$ cat src/rtl/dma1_pkg.sv
package dma1_pkg;
    localparam int DATA_W = 16;
    localparam int CTRL_W = 5;
    localparam int CB_SOFT = 5;

    typedef enum logic [1:0] {
        ST_IDLE = 2'd0,
        ST_RD   = 2'd1,
        ST_WR   = 2'd2
    } dma_st_e;

    // packed order gives bit 0 = enable ... bit 4 = repeat
    typedef struct packed {
        logic rpt;
        logic dinc;
        logic sinc;
        logic word;
        logic en;
    } ctrl_t;
endpackage

$ cat src/rtl/dma1_step.sv
module dma1_step #(
    parameter int AW = 16
) (
    input  logic [AW-1:0] addr,
    input  logic          inc,
    input  logic          word,
    output logic [AW-1:0] next
);
    localparam logic [AW-1:0] STEP_B = AW'(1);
    localparam logic [AW-1:0] STEP_W = AW'(2);

    always_comb begin
        if (!inc)
            next = addr;
        else
            next = addr + (word ? STEP_W : STEP_B);
    end
endmodule

$ cat src/rtl/dma1_count.sv
module dma1_count #(
    parameter int CW = 8
) (
    input  logic [CW-1:0] cnt,
    output logic [CW-1:0] next,
    output logic          last
);
    localparam logic [CW-1:0] ONE = CW'(1);

    always_comb begin
        next = cnt - ONE;
        last = (cnt == ONE);
    end
endmodule

$ cat src/rtl/dma1_channel.sv
module dma1_channel
    import dma1_pkg::*;
#(
    parameter int AW = 16,
    parameter int CW = 8
) (
    input  logic              clk,
    input  logic              rst_n,
    input  logic              cfg_we,
    input  logic [1:0]        cfg_addr,
    input  logic [AW-1:0]     cfg_wdata,
    output logic [AW-1:0]     cfg_rdata,
    input  logic              hw_req,
    output logic              mem_req,
    output logic              mem_we,
    output logic              mem_word,
    output logic [AW-1:0]     mem_addr,
    output logic [DATA_W-1:0] mem_wdata,
    input  logic [DATA_W-1:0] mem_rdata,
    output logic              done_irq
);
    localparam int NPTR = 2;

    typedef struct packed {
        dma_st_e       st;
        logic [AW-1:0] src_rl;
        logic [AW-1:0] dst_rl;
        logic [CW-1:0] cnt_rl;
        logic [AW-1:0] src;
        logic [AW-1:0] dst;
        logic [CW-1:0] cnt;
        ctrl_t         ctrl;
        logic          pend;
        logic          dfr_v;
        ctrl_t         dfr;
        logic          irq;
    } regs_t;

    regs_t q, d;

    logic [AW-1:0] cur_a [NPTR];
    logic [AW-1:0] nxt_a [NPTR];
    logic          inc_a [NPTR];
    logic [CW-1:0] cnt_nx;
    logic          cnt_last;

    assign cur_a[0] = q.src;
    assign cur_a[1] = q.dst;
    assign inc_a[0] = q.ctrl.sinc;
    assign inc_a[1] = q.ctrl.dinc;

    for (genvar g = 0; g < NPTR; g++) begin : g_ptr
        dma1_step #(.AW(AW)) u_step (
            .addr (cur_a[g]),
            .inc  (inc_a[g]),
            .word (q.ctrl.word),
            .next (nxt_a[g])
        );
    end

    dma1_count #(.CW(CW)) u_cnt (
        .cnt  (q.cnt),
        .next (cnt_nx),
        .last (cnt_last)
    );

    function automatic regs_t apply_ctrl(regs_t r, ctrl_t c);
        regs_t o;
        o = r;
        if (c.en && !r.ctrl.en) begin
            o.src = r.src_rl;
            o.dst = r.dst_rl;
            o.cnt = r.cnt_rl;
        end
        if (!c.en)
            o.pend = 1'b0;
        o.ctrl = c;
        return o;
    endfunction

    always_comb begin
        d     = q;
        d.irq = 1'b0;
        unique case (q.st)
            ST_IDLE: begin
                if (q.ctrl.en && (hw_req || q.pend)) begin
                    d.st   = ST_RD;
                    d.pend = 1'b0;
                end
            end
            ST_RD: begin
                d.st = ST_WR;
                if (hw_req && q.ctrl.en)
                    d.pend = 1'b1;
            end
            ST_WR: begin
                d.st = ST_IDLE;
                if (hw_req && q.ctrl.en)
                    d.pend = 1'b1;
                d.src = nxt_a[0];
                d.dst = nxt_a[1];
                d.cnt = cnt_nx;
                if (cnt_last) begin
                    if (q.ctrl.rpt) begin
                        d.src = q.src_rl;
                        d.dst = q.dst_rl;
                        d.cnt = q.cnt_rl;
                    end else begin
                        d.ctrl.en = 1'b0;
                        d.pend    = 1'b0;
                        d.irq     = 1'b1;
                    end
                end
                if (q.dfr_v) begin
                    d       = apply_ctrl(d, q.dfr);
                    d.dfr_v = 1'b0;
                end
            end
            default: d.st = ST_IDLE;
        endcase

        if (cfg_we) begin
            unique case (cfg_addr)
                2'd0: d.src_rl = cfg_wdata;
                2'd1: d.dst_rl = cfg_wdata;
                2'd2: d.cnt_rl = cfg_wdata[CW-1:0];
                default: begin
                    if (q.st == ST_RD) begin
                        d.dfr_v = 1'b1;
                        d.dfr   = ctrl_t'(cfg_wdata[CTRL_W-1:0]);
                    end else begin
                        d = apply_ctrl(d, ctrl_t'(cfg_wdata[CTRL_W-1:0]));
                    end
                    if (cfg_wdata[CB_SOFT] && d.ctrl.en)
                        d.pend = 1'b1;
                end
            endcase
        end
    end

    always_ff @(posedge clk or negedge rst_n) begin
        if (!rst_n)
            q <= '0;
        else
            q <= d;
    end

    assign mem_req   = (q.st == ST_RD) || (q.st == ST_WR);
    assign mem_we    = (q.st == ST_WR);
    assign mem_word  = q.ctrl.word;
    assign mem_addr  = (q.st == ST_WR) ? q.dst : q.src;
    assign mem_wdata = q.ctrl.word ? mem_rdata : {8'h00, mem_rdata[7:0]};
    assign done_irq  = q.irq;

    always_comb begin
        unique case (cfg_addr)
            2'd0:    cfg_rdata = q.src;
            2'd1:    cfg_rdata = q.dst;
            2'd2:    cfg_rdata = AW'(q.cnt);
            default: cfg_rdata = AW'(q.ctrl);
        endcase
    end

    AST_RD_THEN_WR: assert property (@(posedge clk) disable iff (!rst_n)
        (mem_req && !mem_we) |=> (mem_req && mem_we));
    AST_ONE_WRITE: assert property (@(posedge clk) disable iff (!rst_n)
        (mem_req && mem_we) |=> !mem_we);
    AST_NO_PEND_OFF: assert property (@(posedge clk) disable iff (!rst_n)
        !q.ctrl.en |-> !q.pend);
    AST_SRC_STEP: assert property (@(posedge clk) disable iff (!rst_n)
        (q.st == ST_WR && !cnt_last && !cfg_we) |=>
        (q.src == $past(q.src) + AW'($past(q.ctrl.sinc) ? ($past(q.ctrl.word) ? 2 : 1) : 0)));
    AST_DST_STEP: assert property (@(posedge clk) disable iff (!rst_n)
        (q.st == ST_WR && !cnt_last && !cfg_we) |=>
        (q.dst == $past(q.dst) + AW'($past(q.ctrl.dinc) ? ($past(q.ctrl.word) ? 2 : 1) : 0)));
    AST_CNT_STEP: assert property (@(posedge clk) disable iff (!rst_n)
        (q.st == ST_WR && !cnt_last && !cfg_we) |=> (q.cnt == $past(q.cnt) - CW'(1)));
    AST_RELOAD: assert property (@(posedge clk) disable iff (!rst_n)
        (q.st == ST_WR && cnt_last && q.ctrl.rpt && q.ctrl.en && !cfg_we && !q.dfr_v) |=>
        (q.src == $past(q.src_rl) && q.dst == $past(q.dst_rl) &&
         q.cnt == $past(q.cnt_rl) && q.ctrl.en));
    AST_DONE_PULSE: assert property (@(posedge clk) disable iff (!rst_n)
        done_irq |=> !done_irq);
    AST_DONE_OFF: assert property (@(posedge clk) disable iff (!rst_n)
        done_irq |-> (!q.ctrl.en || $past(cfg_we) || $past(q.dfr_v)));
    AST_CTRL_HELD: assert property (@(posedge clk) disable iff (!rst_n)
        (q.st == ST_RD) |=> $stable(q.ctrl));
endmodule

$ cat config.mk
export PLATFORM = sky130hd
export DESIGN_NAME = dma1_channel
export DESIGN_NICKNAME = d
export VERILOG_FILES = /design/src/rtl/dma1_pkg.sv /design/src/rtl/dma1_step.sv /design/src/rtl/dma1_count.sv /design/src/rtl/dma1_channel.sv
export SDC_FILE = /design/constraint.sdc
export NUM_CORES = 1
export LEC_CHECK = 0
export BUFFER_PORTS_ARGS = -buffer_cell sky130_fd_sc_hd__buf_2
export CORE_MARGIN = 4
export CORE_UTILIZATION = 57
export DETAILED_ROUTE_END_ITERATION = 10
export GPL_ROUTABILITY_DRIVEN = 0
export GPL_TIMING_DRIVEN = 1
export PLACE_DENSITY_LB_ADDON = 0.12
export RECOVER_POWER = 100
export SYNTH_ARGS = -nofsm -noshare
export SYNTH_HDL_FRONTEND = slang
export SYNTH_SLANG_ARGS = --single-unit
$ cat constraint.sdc
create_clock -name clk -period 3.1 [get_ports clk]
set_clock_uncertainty 0.1 [all_clocks]
set_input_delay 0.465 -clock clk [delete_from_list [all_inputs] [get_ports clk]]
set_output_delay 0.465 -clock clk [all_outputs]
set_load 0.005 [all_outputs]
# After elaboration in Yosys (flattened, before gate mapping)
# Cells that the tools add are included.
totals:
  output_inout_bits: 52
  reg_bits: 95
  word_cells: 79
op_classes:
  n_addsub: 3
  n_reduce_logical: 15
  muxes: 36
  n_eq_ne: 5
op_table:
  columns: ["cell", "count"]
  rows:
  - ["$mux W88", 2]
  - ["$mux W40", 4]
  - ["$mux W53", 2]
  - ["$mux W95", 1]
  - ["$mux W16", 4]
  - ["$pmux W16 S2", 2]
  - ["$pmux W16 S3", 1]
  - ["$mux W46", 1]
  - ["$mux W45", 1]
  - ["$add A16 B16 Y16", 1]
  - ["$add A16 B2 Y16", 1]
  - ["$pmux W8 S2", 1]
  - ["$mux W2", 6]
  - ["$eq A8 B1 Y1 const B", 1]
  - ["$sub A8 B1 Y8 const B", 1]
  - ["$mux W1", 7]
  - ["$mux W7", 1]
  - ["$mux W6", 1]
  - ["$pmux W2 S3", 1]
  - ["$reduce_or A2 Y1", 3]
  - ["$logic_and A1 B1 Y1", 5]
  - ["$eq A2 B1 Y1 const B", 2]
  - ["$eq A2 B2 Y1 const B", 2]
  - ["$logic_not A2 Y1", 2]
  - ["4 further kinds", 6]

# Longest topological paths before layout
depth:
  depth_word: 20
  ltp_mapped: 9
  ltp_nobuf: 9

# Cells and area by module
# A second synthesis with hierarchy kept.
unflattened:
  cells_unflattened: 505
  area_unflattened_um2: 5750.5
by_module_without_submodules:
  columns: ["mod", "n_inst", "cells_per_inst", "area_each_um2", "seq_area_each_um2"]
  rows:
  - ["dma1_channel", 1, 386, 4859.7, 2377.3]
  - ["dma1_step", 2, 49, 367.9, 0.0]
  - ["dma1_count", 1, 21, 155.1, 0.0]

# Worst setup path after synthesis
# Ideal clock, no wire load.
synth_path:
  kind: "register to output"
  startpoint: "reg q[93] (netlist bit)"
  endpoint: "out mem_addr[0]"
  arrival_time_ns: 1.836
  path_buffers: 3
  path_slack_ns: 0.699
  path_stages_with_launch: 7
  cell_sequence: "dfrtp_1 inv_1 ha_1 buf_2 buf_1 buf_1 mux2_2"
synth_via:
  elab_chain_len: 2
synth_rtl:
  columns: ["element", "line", "rtl"]
  rows:
  - ["start: declaration", "dma1_channel.sv:39", "regs_t q, d;"]
  - ["start signal: assignment", "dma1_channel.sv:143", "q <= '0;"]
  - ["start signal: assignment", "dma1_channel.sv:145", "q <= d;"]
  - ["$eq A2 B2 Y1", null, null]
  - ["named net mem_we", "dma1_channel.sv:15", "output logic mem_we,"]
  - ["$mux W16", "dma1_channel.sv:151", "assign mem_addr = (q.st == ST_WR) ? q.dst : q.src;"]
  - ["end: declaration", "dma1_channel.sv:17", "output logic [AW-1:0] mem_addr,"]
# The timed path passes the listed nets, and every way through them passes these cells.

# Worst setup path in the final report
layout_path:
  startpoint: "in cfg_addr[0]"
  endpoint: "reg q[84] (netlist bit)"
layout_via:
  elab_chain_len: 4
  word_cells_on_any_way: 6
  classes_between: "2 x eq/ne; 2 x mux; 2 x reduce/logical"
layout_rtl:
  columns: ["element", "line", "rtl"]
  rows:
  - ["start: declaration", "dma1_channel.sv:10", "input logic [1:0] cfg_addr,"]
  - ["$eq A2 B2 Y1 / $eq A2 B1 Y1 (equally long branches)", "dma1_channel.sv:123", "unique case (cfg_addr)"]
  - ["$reduce_or A2 Y1 (no source line)", null, null]
  - ["$pmux W16 S2 *", "dma1_channel.sv:123", null]
  - ["$mux W95 *", "dma1_channel.sv:122", "if (cfg_we) begin"]
# Mark *: on every way between the ends. The rest lies on a longest branch, timed or not.

==> PnR_summary.wiki <==
{| class="wikitable"
! Metric !! Value
|-
| Run status || complete, but fails checks
|-
| Violated checks || max-capacitance violations, max-slew violations
|-
| Area occupied by multi-input gates || between 2000 and 3000 sq um
|-
| Net switching component of the power || 0.002033 W
|-
| Transition time of the tightest slew-check pin || ~2.3 ns
|-
| Hold violation total from the final report || 0
|-
| CORE AREA || 9415 sq um
|-
| Gate count of the mapped netlist || slightly above 500
|-
| Sequential fraction of design power || 43.7%
|-
| PwrDens || 827.7 nW/um^2
|-
| Layout-stage area growth over the synthesis result || 9.657%
|-
| Max Fanout on Critical Path || 21
|-
| Post-detailed-placement half-perimeter wirelength || 10.38 mm
|-
| Final slew viol count || 96
|-
| Portion of the clock cycle consumed by the worst path in the final layout || 93.73%
|-
| First drt pass iteration count || 5
|-
| Slew HR || -56.52%
|-
| Net count reported at finish || 635
|-
| Maximum Capacitance Violations || 1
|-
| IO Port Bufs || 73
|-
| Number of diodes added for antenna fixing || 0
|-
| Maximum resistive drop on vdd || 0.3839 mV
|-
| Routed via count divided by cell count || 6.227
|-
| DIE AREA || around 12000 sq um
|-
| Switch share || between 30% and 40%
|-
| Synthesis Warnings || 0
|-
| Via count of the routed design || 4452
|-
| Net count after synthesis || 569
|-
| Unrepaired setup endpoints after global routing || no
|-
| # H-tree levels || 3
|-
| Clk pin slew, worst setup/hold paths || 0.10 ns
|-
| Static leakage || 2.749 nW
|-
| Number of routed nets with antenna violations || 0
|-
| Clock network latency to the later pin of the worst-skew pair || 0.37 ns
|-
| Number of gates given a new drive strength after cts || 0
|-
| Setup TNS || 0 ns
|-
| Proportion of synthesized flip-flops having asynchronous set or reset || 100.0%
|-
| Sequential cell area in the final layout || 2377 sq um
|-
| Overall track demand over capacity in global routing || 26.78%
|-
| Clock tree from TritonCTS || yes
|-
| Relative contribution of the clock network to total power || 18.6%
|-
| Largest net degree at the start of global routing || 96
|-
| FF+latch count, synth || 95
|-
| Share of power burned in combinational logic || 37.6%
|-
| Number of enable flip-flop cells after synthesis || 0
|-
| Cell row count || 35
|-
| Total CTS buffers || 9
|-
| Mean instance size in the synthesized netlist || 10.92 sq um
|-
| Share of cells above drive strength 1 || roughly a quarter
|-
| Detailed-route DRC error count || 0
|-
| IO Count || 90
|-
| Distinct cell type count after synthesis || 58
|-
| Detailed-route wire length || 14.70 mm
|-
| Req. time, crit path || approximately 3.3 ns
|-
| Highest clock frequency the design can meet || 344.2 MHz
|-
| Clock tree sinks || 95
|-
| Cell Area, Synth || 5623 sq um
|-
| Post-CTS setup-driven buffer insertion count || 0
|-
| Number of global-route vias before repair || 4480
|-
| Horiz. Die Dim || roughly 110 microns
|-
| Dominant register cell in the synthesized netlist || sky130_fd_sc_hd__dfrtp_1
|-
| Critical path arrival || 3.07 ns
|-
| Total Power Consumption || 0.005104 W
|-
| First-pass GRT wire length || 23.95 mm
|-
| Violation count after the first detailed-route iteration || 362
|-
| Setup crit start kind || input port
|-
| Hold-fix buffers at CTS || 0
|-
| Final min period || 2.906 ns
|-
| Overall overflow remaining after global route || 0
|-
| Initial antenna violation count || 0
|-
| Chip height || roughly 110 microns
|-
| Type of the setup path with the least slack || input port to flop
|-
| Initial Util || 59.72%
|-
| Layout filler cell count || 794
|-
| Clk Tree Root Cell || sky130_fd_sc_hd__clkbuf_8
|-
| Count of final setup violators || 0
|-
| Class of the tightest hold or removal check || input port to flop
|-
| Power Internal || ~0.003 W
|-
| Avg WL per Cell || between 20 and 25 microns
|-
| CP Capture Type || flop
|-
| Share of synthesized area occupied by flip-flops and latches || 42.28%
|-
| CTS max path bufs || 2
|}
-- cells in the final DEF (no fill, tap or decap), types with 13 or more instances in the layout --
| cell | instances |
|---|---|
| sky130_fd_sc_hd__inv_1 | 26 |
| sky130_fd_sc_hd__ha_1 | 13 |
| sky130_fd_sc_hd__clkbuf_1 | 28 |
| sky130_fd_sc_hd__dfrtp_1 | 95 |
| sky130_fd_sc_hd__o21ai_0 | 15 |
| sky130_fd_sc_hd__buf_2 | 45 |
| sky130_fd_sc_hd__nor2_1 | 42 |
| sky130_fd_sc_hd__mux2_1 | 21 |
| sky130_fd_sc_hd__xnor2_1 | 17 |
| sky130_fd_sc_hd__a21oi_1 | 13 |
| sky130_fd_sc_hd__nand3_1 | 19 |
| sky130_fd_sc_hd__nand2_1 | 21 |
| sky130_fd_sc_hd__mux2_2 | 59 |
-- cells in the mapped netlist (8+ instances only) --
cell type | n | area share [%]
sky130_fd_sc_hd__inv_1 | 26 | 1.7
sky130_fd_sc_hd__dfrtp_1 | 95 | 42
sky130_fd_sc_hd__nor2_1 | 42 | 2.8
sky130_fd_sc_hd__nand3_1 | 19 | 1.7
sky130_fd_sc_hd__xnor2_1 | 17 | 2.6
sky130_fd_sc_hd__buf_4 | 8 | 1.1
sky130_fd_sc_hd__nor4_1 | 10 | 1.1
sky130_fd_sc_hd__and2_1 | 12 | 1.3
sky130_fd_sc_hd__o21ai_0 | 15 | 1.3
sky130_fd_sc_hd__xor2_1 | 12 | 1.9
sky130_fd_sc_hd__mux2_2 | 62 | 12
sky130_fd_sc_hd__mux2i_1 | 12 | 2.1
sky130_fd_sc_hd__a21oi_1 | 13 | 1.2
sky130_fd_sc_hd__clkbuf_1 | 11 | 0.73
sky130_fd_sc_hd__mux2_4 | 19 | 5.1
sky130_fd_sc_hd__ha_1 | 14 | 3.1
sky130_fd_sc_hd__nand4_1 | 10 | 1.1
sky130_fd_sc_hd__nand2_1 | 21 | 1.4
sky130_fd_sc_hd__a22oi_1 | 8 | 1.1
sky130_fd_sc_hd__a222oi_1 | 12 | 2.1
-- sequential cells by signal (all words and copies together), names as in the netlist --
name / cells
done_irq: 1
q: 59
mem_word: 1
cur_a: 32
inc_a: 2
-- worst max-delay path, stage by stage --
cell	delay (ns)
sky130_fd_sc_hd__clkbuf_1	0.10
sky130_fd_sc_hd__ha_1	0.23
sky130_fd_sc_hd__clkbuf_1	0.49
sky130_fd_sc_hd__nor2b_1	0.33
sky130_fd_sc_hd__nor3b_2	0.15
sky130_fd_sc_hd__clkbuf_1	0.87
sky130_fd_sc_hd__mux2_2	0.43
-- final timing paths --
check | end | slack [ns] | cells past startpoint | start
setup / recovery | q[84] | 0.19 | 7 | cfg_addr[0]
hold / removal | q[73] | 0.23 | 2 | cfg_wdata[12]
setup reg to reg | q[14] | 0.26 | 8 | q[94]
hold reg to reg | cur_a[13] | 0.40 | 1 | q[74]
max in group asynchronous | cur_a[12] | 0.73 | 2 | rst_n
min in group asynchronous | q[7] | 0.78 | 2 | rst_n
-- through the flow --
step           cells  cell area (sq um)  hold slack, ns  utilization, %  setup slack (ns)
6_report         715               6166          0.2291           65.49            0.1944
5_1_grt          715               6166          0.2349           65.49           0.05976
4_1_cts          715               6314         0.05242           67.06            0.3971
3_5_place_dp     699               6090          0.3885           64.68            0.4232
3_3_place_gp     699               6090          0.3840           64.68            0.4955
2_1_floorplan    515               5623         0.06941               -            0.6991
-- final cells by class --
cell class / instances / area share, %
Clock buffer: 9 / 2.009
Clock inverter: 7 / 1.623
Inverter: 26 / 1.583
Multi-Input combinational cell: 363 / 46.87
Sequential cell: 95 / 38.56
Tap cell: 129 / 2.618
Timing Repair Buffer: 86 / 6.737
-- power by group through the flow --
stage / Clock [W] / Sequential [W] / Combinational, W
2_1_floorplan: 0 / 0.00205 / 0.00149
3_3_place_gp: 0 / 0.00223 / 0.00199
3_5_place_dp: 0 / 0.00224 / 0.00205
4_1_cts: 0.000960 / 0.00222 / 0.00207
5_1_grt: 0.00100 / 0.00230 / 0.00214
6_report: 0.000950 / 0.00223 / 0.00192
-- metal layers --
layer | routed length [microns] | global-route usage (%)
met1 | 6313 | 37.73
met4 | 327 | 9.406
met5 | 0 | 0
met2 | 7019 | 42.76
met3 | 1037 | 3.359
-- cell families (layout without fill, tap and decap cells) --
kind of cell	count (synthesis)	in the layout	share of synthesized area (%)
AO/OA/AOI/OAI	81	81	11.17
flip-flops	95	95	42.28
multiplexers	93	93	19.63
AND/OR/NAND/NOR	144	144	13.73
buffers and inverters	57	128	4.851
XOR/XNOR	29	29	4.517
adder cells (fa/ha/maj)	16	16	3.827
(Power assumes the default switching activity.)
